### src/rtl/lct_pkg.sv
`timescale 1ns/1ps
package lct_pkg;

    localparam int LUT_K      = 4;
    localparam int LUT_WORDS  = 1 << LUT_K;
    localparam int NUM_LUTS   = 2;
    localparam int DSEL_W     = 2;
    localparam int NUM_FFS    = 2;
    localparam int CFG_BITS   = NUM_LUTS * LUT_WORDS + 2 + NUM_FFS * DSEL_W;

    typedef enum logic [DSEL_W-1:0] {
        DSRC_F   = 2'd0,
        DSRC_G   = 2'd1,
        DSRC_H   = 2'd2,
        DSRC_DIN = 2'd3
    } dsrc_e;

    // Packed layout: the last field sits at bit 0 (first bit shifted in).
    typedef struct packed {
        dsrc_e                yq_src;
        dsrc_e                xq_src;
        logic                 y_from_h;
        logic                 x_from_h;
        logic [LUT_WORDS-1:0] g_tab;
        logic [LUT_WORDS-1:0] f_tab;
    } cfg_t;

    typedef struct packed {
        logic f;
        logic g;
        logic h;
        logic din;
    } nodes_t;

    function automatic logic pick_d(input dsrc_e s, input nodes_t n);
        logic r;
        unique case (s)
            DSRC_F:   r = n.f;
            DSRC_G:   r = n.g;
            DSRC_H:   r = n.h;
            default:  r = n.din;
        endcase
        return r;
    endfunction

endpackage

### src/rtl/lct_cfg_chain.sv
`timescale 1ns/1ps
module lct_cfg_chain #(
    parameter int N = 38
) (
    input  logic         clk,
    input  logic         shift_en,
    input  logic         ser_in,
    output logic [N-1:0] bits
);
    // New bit enters at the top; after N shifts the first bit reaches bit 0.
    always_ff @(posedge clk) begin
        if (shift_en) begin
            bits <= {ser_in, bits[N-1:1]};
        end
    end
endmodule

### src/rtl/lct_lut.sv
`timescale 1ns/1ps
module lct_lut #(
    parameter int K = 4,
    localparam int WORDS = 1 << K
) (
    input  logic [WORDS-1:0] table_bits,
    input  logic [K-1:0]     addr,
    output logic             y
);
    always_comb begin
        y = table_bits[addr];
    end
endmodule

### src/rtl/lct_regbit.sv
`timescale 1ns/1ps
module lct_regbit (
    input  logic clk,
    input  logic rst,
    input  logic hold,
    input  logic ce,
    input  logic d,
    output logic q
);
    always_ff @(posedge clk) begin
        if (rst) begin
            q <= 1'b0;
        end else if (!hold && ce) begin
            q <= d;
        end
    end
endmodule

### src/rtl/logic_cell_tile.sv
`timescale 1ns/1ps
module logic_cell_tile
    import lct_pkg::*;
(
    input  logic             clk,
    input  logic             rst,
    input  logic             cfg_en,
    input  logic             cfg_in,
    input  logic [LUT_K-1:0] f_in,
    input  logic [LUT_K-1:0] g_in,
    input  logic             h_sel,
    input  logic             d_in,
    input  logic             ce,
    output logic             x_out,
    output logic             y_out,
    output logic             xq,
    output logic             yq
);

    logic [CFG_BITS-1:0] cfg_raw;
    cfg_t                cfg;
    logic [NUM_LUTS-1:0] lut_out;
    nodes_t              nodes;
    logic [NUM_FFS-1:0]  ff_d;
    logic [NUM_FFS-1:0]  ff_q;

    lct_cfg_chain #(.N(CFG_BITS)) u_chain (
        .clk      (clk),
        .shift_en (cfg_en),
        .ser_in   (cfg_in),
        .bits     (cfg_raw)
    );

    assign cfg = cfg_t'(cfg_raw);

    // Index 0 is F, index 1 is G.
    for (genvar i = 0; i < NUM_LUTS; i++) begin : g_lut
        lct_lut #(.K(LUT_K)) u_lut (
            .table_bits ((i == 0) ? cfg.f_tab : cfg.g_tab),
            .addr       ((i == 0) ? f_in : g_in),
            .y          (lut_out[i])
        );
    end

    always_comb begin
        nodes.f   = lut_out[0];
        nodes.g   = lut_out[1];
        nodes.h   = h_sel ? lut_out[0] : lut_out[1];
        nodes.din = d_in;
    end

    always_comb begin
        x_out = cfg.x_from_h ? nodes.h : nodes.f;
        y_out = cfg.y_from_h ? nodes.h : nodes.g;
    end

    // Index 0 is the X flip-flop, index 1 is the Y flip-flop.
    for (genvar j = 0; j < NUM_FFS; j++) begin : g_ff
        assign ff_d[j] = pick_d((j == 0) ? cfg.xq_src : cfg.yq_src, nodes);
        lct_regbit u_ff (
            .clk  (clk),
            .rst  (rst),
            .hold (cfg_en),
            .ce   (ce),
            .d    (ff_d[j]),
            .q    (ff_q[j])
        );
    end

    assign xq = ff_q[0];
    assign yq = ff_q[1];

endmodule

### config.mk
export PLATFORM = sky130hd
export DESIGN_NAME = logic_cell_tile
export DESIGN_NICKNAME = d
export VERILOG_FILES = /design/src/rtl/lct_pkg.sv /design/src/rtl/lct_cfg_chain.sv /design/src/rtl/lct_lut.sv /design/src/rtl/lct_regbit.sv /design/src/rtl/logic_cell_tile.sv
export SDC_FILE = /design/constraint.sdc
export NUM_CORES = 1
export LEC_CHECK = 0
export ABC_CLOCK_PERIOD_IN_PS = 2400
export BUFFER_PORTS_ARGS = -buffer_cell sky130_fd_sc_hd__buf_2
export CAP_MARGIN = 5
export CELL_PAD_IN_SITES_DETAIL_PLACEMENT = 0
export CELL_PAD_IN_SITES_GLOBAL_PLACEMENT = 2
export CORE_ASPECT_RATIO = 0.8
export CORE_MARGIN = 5
export CORE_UTILIZATION = 38
export DETAILED_ROUTE_END_ITERATION = 7
export PLACE_DENSITY_LB_ADDON = 0.1
export SLEW_MARGIN = 5
export SYNTH_ARGS = -nofsm -noshare
export SYNTH_HDL_FRONTEND = slang
export SYNTH_SLANG_ARGS = --single-unit
### constraint.sdc
create_clock -name clk -period 2.4 [get_ports clk]
set_clock_uncertainty 0.15 [all_clocks]
set_input_delay 0.24 -clock clk [delete_from_list [all_inputs] [get_ports clk]]
set_output_delay 0.24 -clock clk [all_outputs]
set_load 0.01 [all_outputs]
==> results.toml, run 1 <==
[status]
status = "complete, but fails checks"
violations = "negative setup slack"

[yosys]
synth_top_area_cell = "edfxtp_1"
synth_mux_area_share_pct = 14.4
synth_adder_area_share_pct = 0
synth_area_leaders = "edfxtp_1, mux4_1, mux4_2"
avgSynthCellArea_sq_um = 18.6
yosysUniqueCellTypes = 25
synth-xor-area-share_pct = 0
synth_compound_area_share_pct = 6.97
synthSimpleGateAreaFrac_pct = 5.82
synth.most_common_cell = "edfxtp_1"
ys.flop_type = "edfxtp_1"
synthCells = 88
ys_top_cells_by_count = "edfxtp_1, nand2_1, mux2i_1, mux4_1"
ys_seq_area_share_pct = 72.3
ys_warn_count = 0
async_flop_share_pct = 0
syn_nets = 103
synth_top_family_by_area = "multiplexers"
syn_area_sq_mm = 0.00163
ys_seq_elements = 40
synth_edf_count = 38
yosys.area.top_type_share_pct = 69.9

[worst_setup_path]
arrival_ns = 2.01
crit_path_max_incr_delay_ns = 0.55
crit_path_cell_trace = "mux4_2, mux4_2, nand2_2, o31ai_2, buf_2"
endpoint_kind = "output pin"
cp_num_buf_inv = 1
slowest_stage = "mux4_2"
cp_max_fo = 3
crit_type = "flip-flop to output pin"
worstSetupStartpointType = "flip-flop"
cp.required_ns = 2.01
rr_startpoint = "u_chain.bits[30]"
cpMostUsedCell = "mux4_2"
cp_top_family = "multiplexers"
critPathLaunch = "u_chain.bits[30]"
r2r_setup_slack_ns = 0.36

[job]
drv_cap = 0

[placed_design]
hpwl_um = 1970
gp_congestion = 0.696
dpl.cell_count = 164
dp_slack_ns = 0.221
io_buffer_count = 18

[clock_network]
h-tree-depth = 2
numCtsBuffers = 5
clkTransAtPathRegs_ns = 0.09
clockRootBuffer = "clkbuf_8"
cts_tree = "built"
clk_latency_ns = 0.29
cts_max_path_buffers = 2
cts_sinks = 40

[timing]
relSlewSlack_pct = 71.2
rsz0062_at_grt = "yes"
slew_viol_final = 0
hold_viol_final = 0
fin_ws_ns = -0.00447
period_needed_ns = 2.40
final-setup-viol-count = 2
fmax_mhz = 416
tightest_slew_ns = 0.428
period_share_pct = 100

[layout]
area_growth_pct = 19.8
nets = 134
fillers = 380
fin_cells = 177
diodes = 0
drive_gt1_share_pct = 37.5

[routing]
viasPerCell = 4.93
drc = 0
ant_nets = 0
drt_iter0_drc = 46
wirelength_um = 2790
vias = 872
wl_per_cell_um = 15.7
dr.pass1.iters = 4

[pwr]
cell_internal_pwr_mw = 1.19
swShare_pct = 21.4
p_per_area_mw_per_mm2 = 772
ir_drop_v = 0.000331
pwr-share-comb_pct = 8.5
leakage_nw = 0.711
power_switching_uw = 324
p_seq_share_pct = 55.0
power_frac_clock_pct = 36.5

[floorplan]
dieArea_sq_mm = 0.00572
ios = 19
initial_core_util_pct = 39.1
coreArea_sq_mm = 0.00418
die_y_um = 68.6
dieWidth_um = 83.3
rows = 21

[hold_path]
hold_path_class = "input pin to flip-flop"
hold_start = "rst"

[grt]
grt_max_degree = 32
grt_pass1_vias = 937
track_usage_pct = 11.1
grt_pass1_wl_um = 4620
antenna_found_initial = 0
overflow = 0
power by group through the flow:
stage,combinational (mW),clock [mW],sequential [mW]
after floorplan,0.0638,0,0.839
after CTS,0.127,0.569,0.832
after global routing,0.142,0.612,0.837
final,0.128,0.552,0.831
after detailed placement,0.117,0,0.847
after global placement,0.115,0,0.847
logic make-up after synthesis:
| logic type | after synthesis |
|---|---|
| flip-flops | 40 |
| AND/OR/NAND/NOR | 18 |
| multiplexers | 13 |
| AO/OA/AOI/OAI | 15 |
| buffers and inverters | 2 |
per-stage QoR:
step	util (%)	setup TNS (ns)	cell area [sq um]	total power [mW]	hold slack, ns
5_1_grt	46.8	-0.176	1960	1.59	0.0527
6_report	46.8	-0.00551	1960	1.51	0.0676
4_1_cts	46.6	-0.0343	1950	1.53	0.0596
3_3_place_gp	43.1	0	1800	0.962	0.269
2_1_floorplan	-	0	1630	0.903	0.189
3_5_place_dp	43.1	0	1800	0.964	0.270
metal layers:
metal,global-route usage [%],vias up,wire length [um]
met1,15.8,430,1440
li1,-,424,-
met5,0,-,0
met2,14.9,14,1200
met4,5.51,0,34
met3,3.92,4,117
cell usage in the layout (no fill, tap or decap), types with 3 or more instances in the layout:
cell type  netlist  routed
buf_4            0       5
mux4_2           3       6
mux2i_1          4       4
buf_2            0      18
nand2b_1         3       3
nand2_1          5       3
edfxtp_1        38      38
clkbuf_8         0       5
worst min-delay path, stage by stage:
cell and delay, ns:
buf_2 0.08, o21bai_1 0.09, a41oi_1 0.04
final cells by class:
class	count	area (sq um)	area share, %
Inverter	2	7.51	0.384
Timing Repair Buffer	24	138	7.03
Clock buffer	5	68.8	3.52
Tap cell	57	71.3	3.64
Clock inverter	3	47.5	2.43
Sequential cell	40	1180	60.4
Multi-Input combinational cell	46	443	22.6
sequential cells by signal, indices dropped and copies added (netlist names):
name and cells:
u_chain.bits 38, g_ff.u_ff.q 2
final timing paths:
| kind | endpoint | cells after the start |
|---|---|---|
| worst min-delay path | g_ff[0].u_ff.q | 3 |
| worst min register to register | u_chain.bits[12] | 0 |
| worst max-delay path | x_out | 5 |
| worst max register to register | g_ff[0].u_ff.q | 5 |
timing repair:
item,4_1_cts,5_1_grt
pin swaps,2,2
setup endpoints to repair,2,2
gates cloned,0,0
hold endpoints to repair,1,0
gates resized for setup,3,3
buffers inserted,4,0
hold buffers,1,0
Note: power is estimated with default switching activity, not from simulation.
==> run 2: changes to the inputs <==
--- a/config.mk
+++ b/config.mk
@@ -11,10 +11,11 @@
 export CELL_PAD_IN_SITES_DETAIL_PLACEMENT = 0
 export CELL_PAD_IN_SITES_GLOBAL_PLACEMENT = 2
 export CORE_ASPECT_RATIO = 0.8
-export CORE_MARGIN = 5
+export CORE_MARGIN = 1
 export CORE_UTILIZATION = 38
+export CTS_CLUSTER_SIZE = 16
 export DETAILED_ROUTE_END_ITERATION = 7
-export PLACE_DENSITY_LB_ADDON = 0.1
+export PLACE_DENSITY = 0.68
 export SLEW_MARGIN = 5
 export SYNTH_ARGS = -nofsm -noshare
 export SYNTH_HDL_FRONTEND = slang
==> results.toml, run 2 (synthesis gave the netlist of run 1 again) <==
[status]
status = "complete, no violations"

[routing]
wl_per_cell_um = 15.5
met1_length_um = 1380
ant_nets = 0
dr_wl_met2_um = 1170
drt_iter0_drc = 129
viasPerCell = 5.13
dr.pass1.iters = 4
topRoutingLayerUsed = "met4"
wirelength_um = 2690
drc = 0
vias = 888
met3RoutedLength_um = 106

[grt]
grt_max_degree = 33
antenna_found_initial = 0
grt_pass1_vias = 913
grt_pass1_wl_um = 4420
track_usage_pct = 14.4
overflow = 0

[worst_setup_path]
cp_max_fo = 3
crit_path_cell_trace = "mux4_2, mux4_2, nand2_1, o31ai_1, buf_2"
endpoint_kind = "output pin"
cp.required_ns = 2.01
crit_type = "flip-flop to output pin"
slowest_stage = "mux4_2"
cp_top_family = "multiplexers"
cp_num_buf_inv = 1
worstSetupStartpointType = "flip-flop"
crit_path_max_incr_delay_ns = 0.53
cpMostUsedCell = "mux4_2"
arrival_ns = 1.99

[pwr]
cell_internal_pwr_mw = 1.18
ir_drop_v = 0.000378
power_frac_clock_pct = 36.1
leakage_nw = 0.692
swShare_pct = 21.1
pwr-share-comb_pct = 8.3
power_switching_uw = 314
p_seq_share_pct = 55.7
p_per_area_mw_per_mm2 = 777

[timing]
slew_viol_final = 0
fmax_mhz = 420
relSlewSlack_pct = 73.6
hold_viol_final = 0
period_share_pct = 99.2
tightest_slew_ns = 0.396
period_needed_ns = 2.38
rsz0062_at_grt = "yes"
final-setup-viol-count = 0

[layout]
largest_reg_flops = 38
final_area_sq_mm = 0.00192
final_common_cell = "edfxtp_1"
drive_gt1_share_pct = 33.9
fillers = 367
area_growth_pct = 17.6
diodes = 0
utilization_pct = 48.6
largestRegisters = "u_chain.bits: 38 flops, g_ff.u_ff.q: 2 flops"
regMostFlops = "u_chain.bits"
nets = 132
layout_common_cells = "edfxtp_1, buf_2, mux4_2, nand2_1, clkbuf_8"

[floorplan]
dieWidth_um = 75.3
initial_core_util_pct = 41.3
die_y_um = 60.6
dieArea_sq_mm = 0.00456
coreArea_sq_mm = 0.00395
ios = 19
rows = 20

[placed_design]
placed_cell_area_sq_mm = 0.00180
hpwl_um = 1890
gp_congestion = 0.794
io_buffer_count = 18

[clock_network]
numCtsBuffers = 5
h-tree-depth = 2
clk_latency_ns = 0.29
clkTransAtPathRegs_ns = 0.08
cts_max_path_buffers = 2
cts_sinks = 40
clockRootBuffer = "clkbuf_8"
cts_tree = "built"

[hold_path]
hold_path_class = "input pin to flip-flop"

[job]
drv_cap = 0
==> run 2: changes by cell type in the layout (fill, tap and decap cells not counted) <==
cell      delta
nand2_2      -2
mux4_1       -1
o31ai_2      -1
clkinv_1     +1
o31ai_1      +1
buf_4        -2
clkinv_4     -1
nand2_1      +2
mux4_2       +1
==> run 2: cell type report <==
cell class              count  area, sq um  share of cell area, %
flip-flops and latches     40         1180                   61.5
well taps                  55         68.8                   3.58
clock buffers               5         68.8                   3.58
inverters                   2         7.51                  0.391
multi-input cells          46          429                   22.3
repair buffers             22          123                   6.38
clock inverters             3         42.5                   2.21
==> run 2: timing repair <==
action	4_1_cts	5_1_grt
pin swaps	0	1
hold buffers	1	0
setup endpoints to repair	2	2
endpoints found under the hold margin	1	0
gates resized for setup	3	1
setup buffers	2	0
==> run 2: worst paths after layout <==
check / depth (start not counted) / slack, ns / end / from
min: 3 / 0.06 / g_ff[0].u_ff.q / rst
max: 5 / 0.02 / y_out / u_chain.bits[31]
max reg2reg: 5 / 0.41 / g_ff[1].u_ff.q / u_chain.bits[31]
min reg2reg: 0 / 0.30 / u_chain.bits[22] / u_chain.bits[23]
==> run 2: tightest hold or removal path: cells and delay by family <==
family	cells	cell delay, ns
buf+inv	1	0.08
compound gates	2	0.14
==> run 2: metal layers <==
| metal | vias to the layer above | track usage (%) |
|---|---|---|
| met5 | - | 0 |
| met4 | 0 | 8.73 |
| met3 | 5 | 4.82 |
| met2 | 13 | 18.4 |
| met1 | 449 | 21.2 |
| li1 | 421 | - |
==> run 2: power by group through the flow <==
stage / clock network (mW) / logic [mW] / registers (mW)
2_1_floorplan: 0 / 0.0638 / 0.839
3_3_place_gp: 0 / 0.114 / 0.847
3_5_place_dp: 0 / 0.116 / 0.847
4_1_cts: 0.551 / 0.125 / 0.832
5_1_grt: 0.579 / 0.136 / 0.838
6_report: 0.538 / 0.124 / 0.831
==> run 2: metrics by stage <==
stage | hold slack (ns) | setup WS [ns] | total power [mW] | std cells | setup TNS, ns
after global placement | 0.272 | 0.251 | 0.961 | 162 | 0
after global routing | 0.0606 | -0.0623 | 1.55 | 173 | -0.115
after CTS | 0.0600 | 0.00503 | 1.51 | 173 | 0
after floorplan | 0.189 | 0.488 | 0.903 | 88 | 0
final | 0.0627 | 0.0191 | 1.49 | 173 | 0
after detailed placement | 0.270 | 0.228 | 0.963 | 162 | 0
==> run 3: changes to the inputs <==
--- a/config.mk
+++ b/config.mk
@@ -16,6 +16,7 @@
 export CTS_CLUSTER_SIZE = 16
 export DETAILED_ROUTE_END_ITERATION = 7
 export PLACE_DENSITY = 0.68
+export RECOVER_POWER = 50
 export SLEW_MARGIN = 5
 export SYNTH_ARGS = -nofsm -noshare
 export SYNTH_HDL_FRONTEND = slang
==> results.toml, run 3 (synthesis gave the netlist of run 1 again) <==
[grt]
track_usage_pct = 14.4
grt_pass1_wl_um = 4420
grt_max_degree = 33
overflow = 0
grt_pass1_vias = 913
antenna_found_initial = 0

[pwr]
ir_drop_v = 0.000378
p_per_area_mw_per_mm2 = 778
leakage_nw = 0.689

[floorplan]
dieWidth_um = 75.3
coreArea_sq_mm = 0.00395
rows = 20
dieArea_sq_mm = 0.00456
die_y_um = 60.6
initial_core_util_pct = 41.3
ios = 19

[worst_setup_path]
cp_max_fo = 3
endpoint_kind = "output pin"
crit_type = "flip-flop to output pin"
crit_path_max_incr_delay_ns = 0.53
crit_path_cell_trace = "mux4_2, mux4_2, nand2_1, o31ai_1, buf_2"
slowest_stage = "mux4_2"
critPathLaunch = "u_chain.bits[31]"
arrival_ns = 1.99
worstSetupStartpointType = "flip-flop"
cp.required_ns = 2.01
rr_startpoint = "u_chain.bits[31]"
cp_num_buf_inv = 1
cp_top_family = "multiplexers"
cpMostUsedCell = "mux4_2"

[layout]
multi_input_area_sq_um = 429
fillers = 365
final_common_cell = "edfxtp_1"
utilization_pct = 48.5
ff_latch_area_sq_mm = 0.00118
diodes = 0
layout_common_cells = "edfxtp_1, buf_2, mux4_2, nand2_1, clkbuf_8"
regMostFlops = "u_chain.bits"
drive_gt1_share_pct = 33.1
largestRegisters = "u_chain.bits: 38 flops, g_ff.u_ff.q: 2 flops"
area_growth_pct = 17.5
largest_reg_flops = 38
nets = 132

[timing]
final-setup-viol-count = 0
relSlewSlack_pct = 69.3
tightest_slew_ns = 0.461
period_needed_ns = 2.38
fmax_mhz = 420
period_share_pct = 99.2
setup_tns_ns = 0
hold_viol_final = 0
slew_viol_final = 0
rsz0062_at_grt = "yes"

[routing]
ant_nets = 0
drc = 0
wirelength_um = 2690
vias = 888
dr.pass1.iters = 4
viasPerCell = 5.13
drt_iter0_drc = 130
wl_per_cell_um = 15.6

[clock_network]
cts_sinks = 40
cts_max_path_buffers = 2
clockRootBuffer = "clkbuf_8"
h-tree-depth = 2
cts_tree = "built"
numCtsBuffers = 5
clk_latency_ns = 0.29
clkTransAtPathRegs_ns = 0.08

[placed_design]
io_buffer_count = 18
gp_congestion = 0.794
hpwl_um = 1890

[job]
drv_cap = 0

[hold_path]
hold_path_class = "input pin to flip-flop"
hold_start = "rst"

[status]
status = "complete, no violations"
## run 3: worst paths after layout
| check | endpoint | slack (ns) | cells past startpoint |
|---|---|---|---|
| worst min register to register | u_chain.bits[22] | 0.30 | 0 |
| worst min-delay path | g_ff[0].u_ff.q | 0.06 | 3 |
| worst max-delay path | y_out | 0.02 | 5 |
| worst max register to register | g_ff[1].u_ff.q | 0.41 | 5 |
## run 3: layer usage
layer  GRT usage, %  part of all wire, %  routed length [um]  vias to the layer above
met5              0                    0                   0                        -
li1               -                    -                   -                      421
met2           18.4                   43                1170                       13
met4           8.73                  1.4                  39                        0
met3           4.82                  4.0                 107                        5
met1           21.2                   51                1380                      449
## run 3: repair_timing
item | 4_1_cts | 5_1_grt
gates cloned | 0 | 0
resized for setup | 3 | 1
hold endpoints to repair | 1 | 0
hold buffers | 1 | 0
setup endpoints to repair | 2 | 2
pin swaps | 0 | 1
buffers inserted | 2 | 0
## run 3: area by class of cell
class,instances,area share (%)
Multi-Input combinational cell,46,22.4
Clock buffer,5,3.59
Tap cell,55,3.59
Sequential cell,40,61.5
Timing Repair Buffer,22,6.32
Inverter,2,0.391
Clock inverter,3,2.22
## run 3: power breakdown
part           switching (mW)  internal, mW  leakage (nW)  total, mW
clock                   0.230         0.308        0.0558      0.538
combinational          0.0620        0.0614         0.245      0.123
sequential             0.0219         0.809         0.388      0.831
## run 3: worst min-delay path, stage by stage
cell and delay (ns):
buf_2 0.08, o21bai_1 0.10, a41oi_1 0.04
## run 3: per-stage QoR
stage / power (mW) / hold slack, ns / std cells / cell area (sq um) / setup slack (ns)
2_1_floorplan: 0.903 / 0.189 / 88 / 1630 / 0.488
3_3_place_gp: 0.961 / 0.272 / 162 / 1800 / 0.251
3_5_place_dp: 0.963 / 0.270 / 162 / 1800 / 0.228
4_1_cts: 1.51 / 0.0600 / 173 / 1920 / 0.00503
5_1_grt: 1.55 / 0.0606 / 173 / 1920 / -0.0623
6_report: 1.49 / 0.0627 / 173 / 1920 / 0.0191
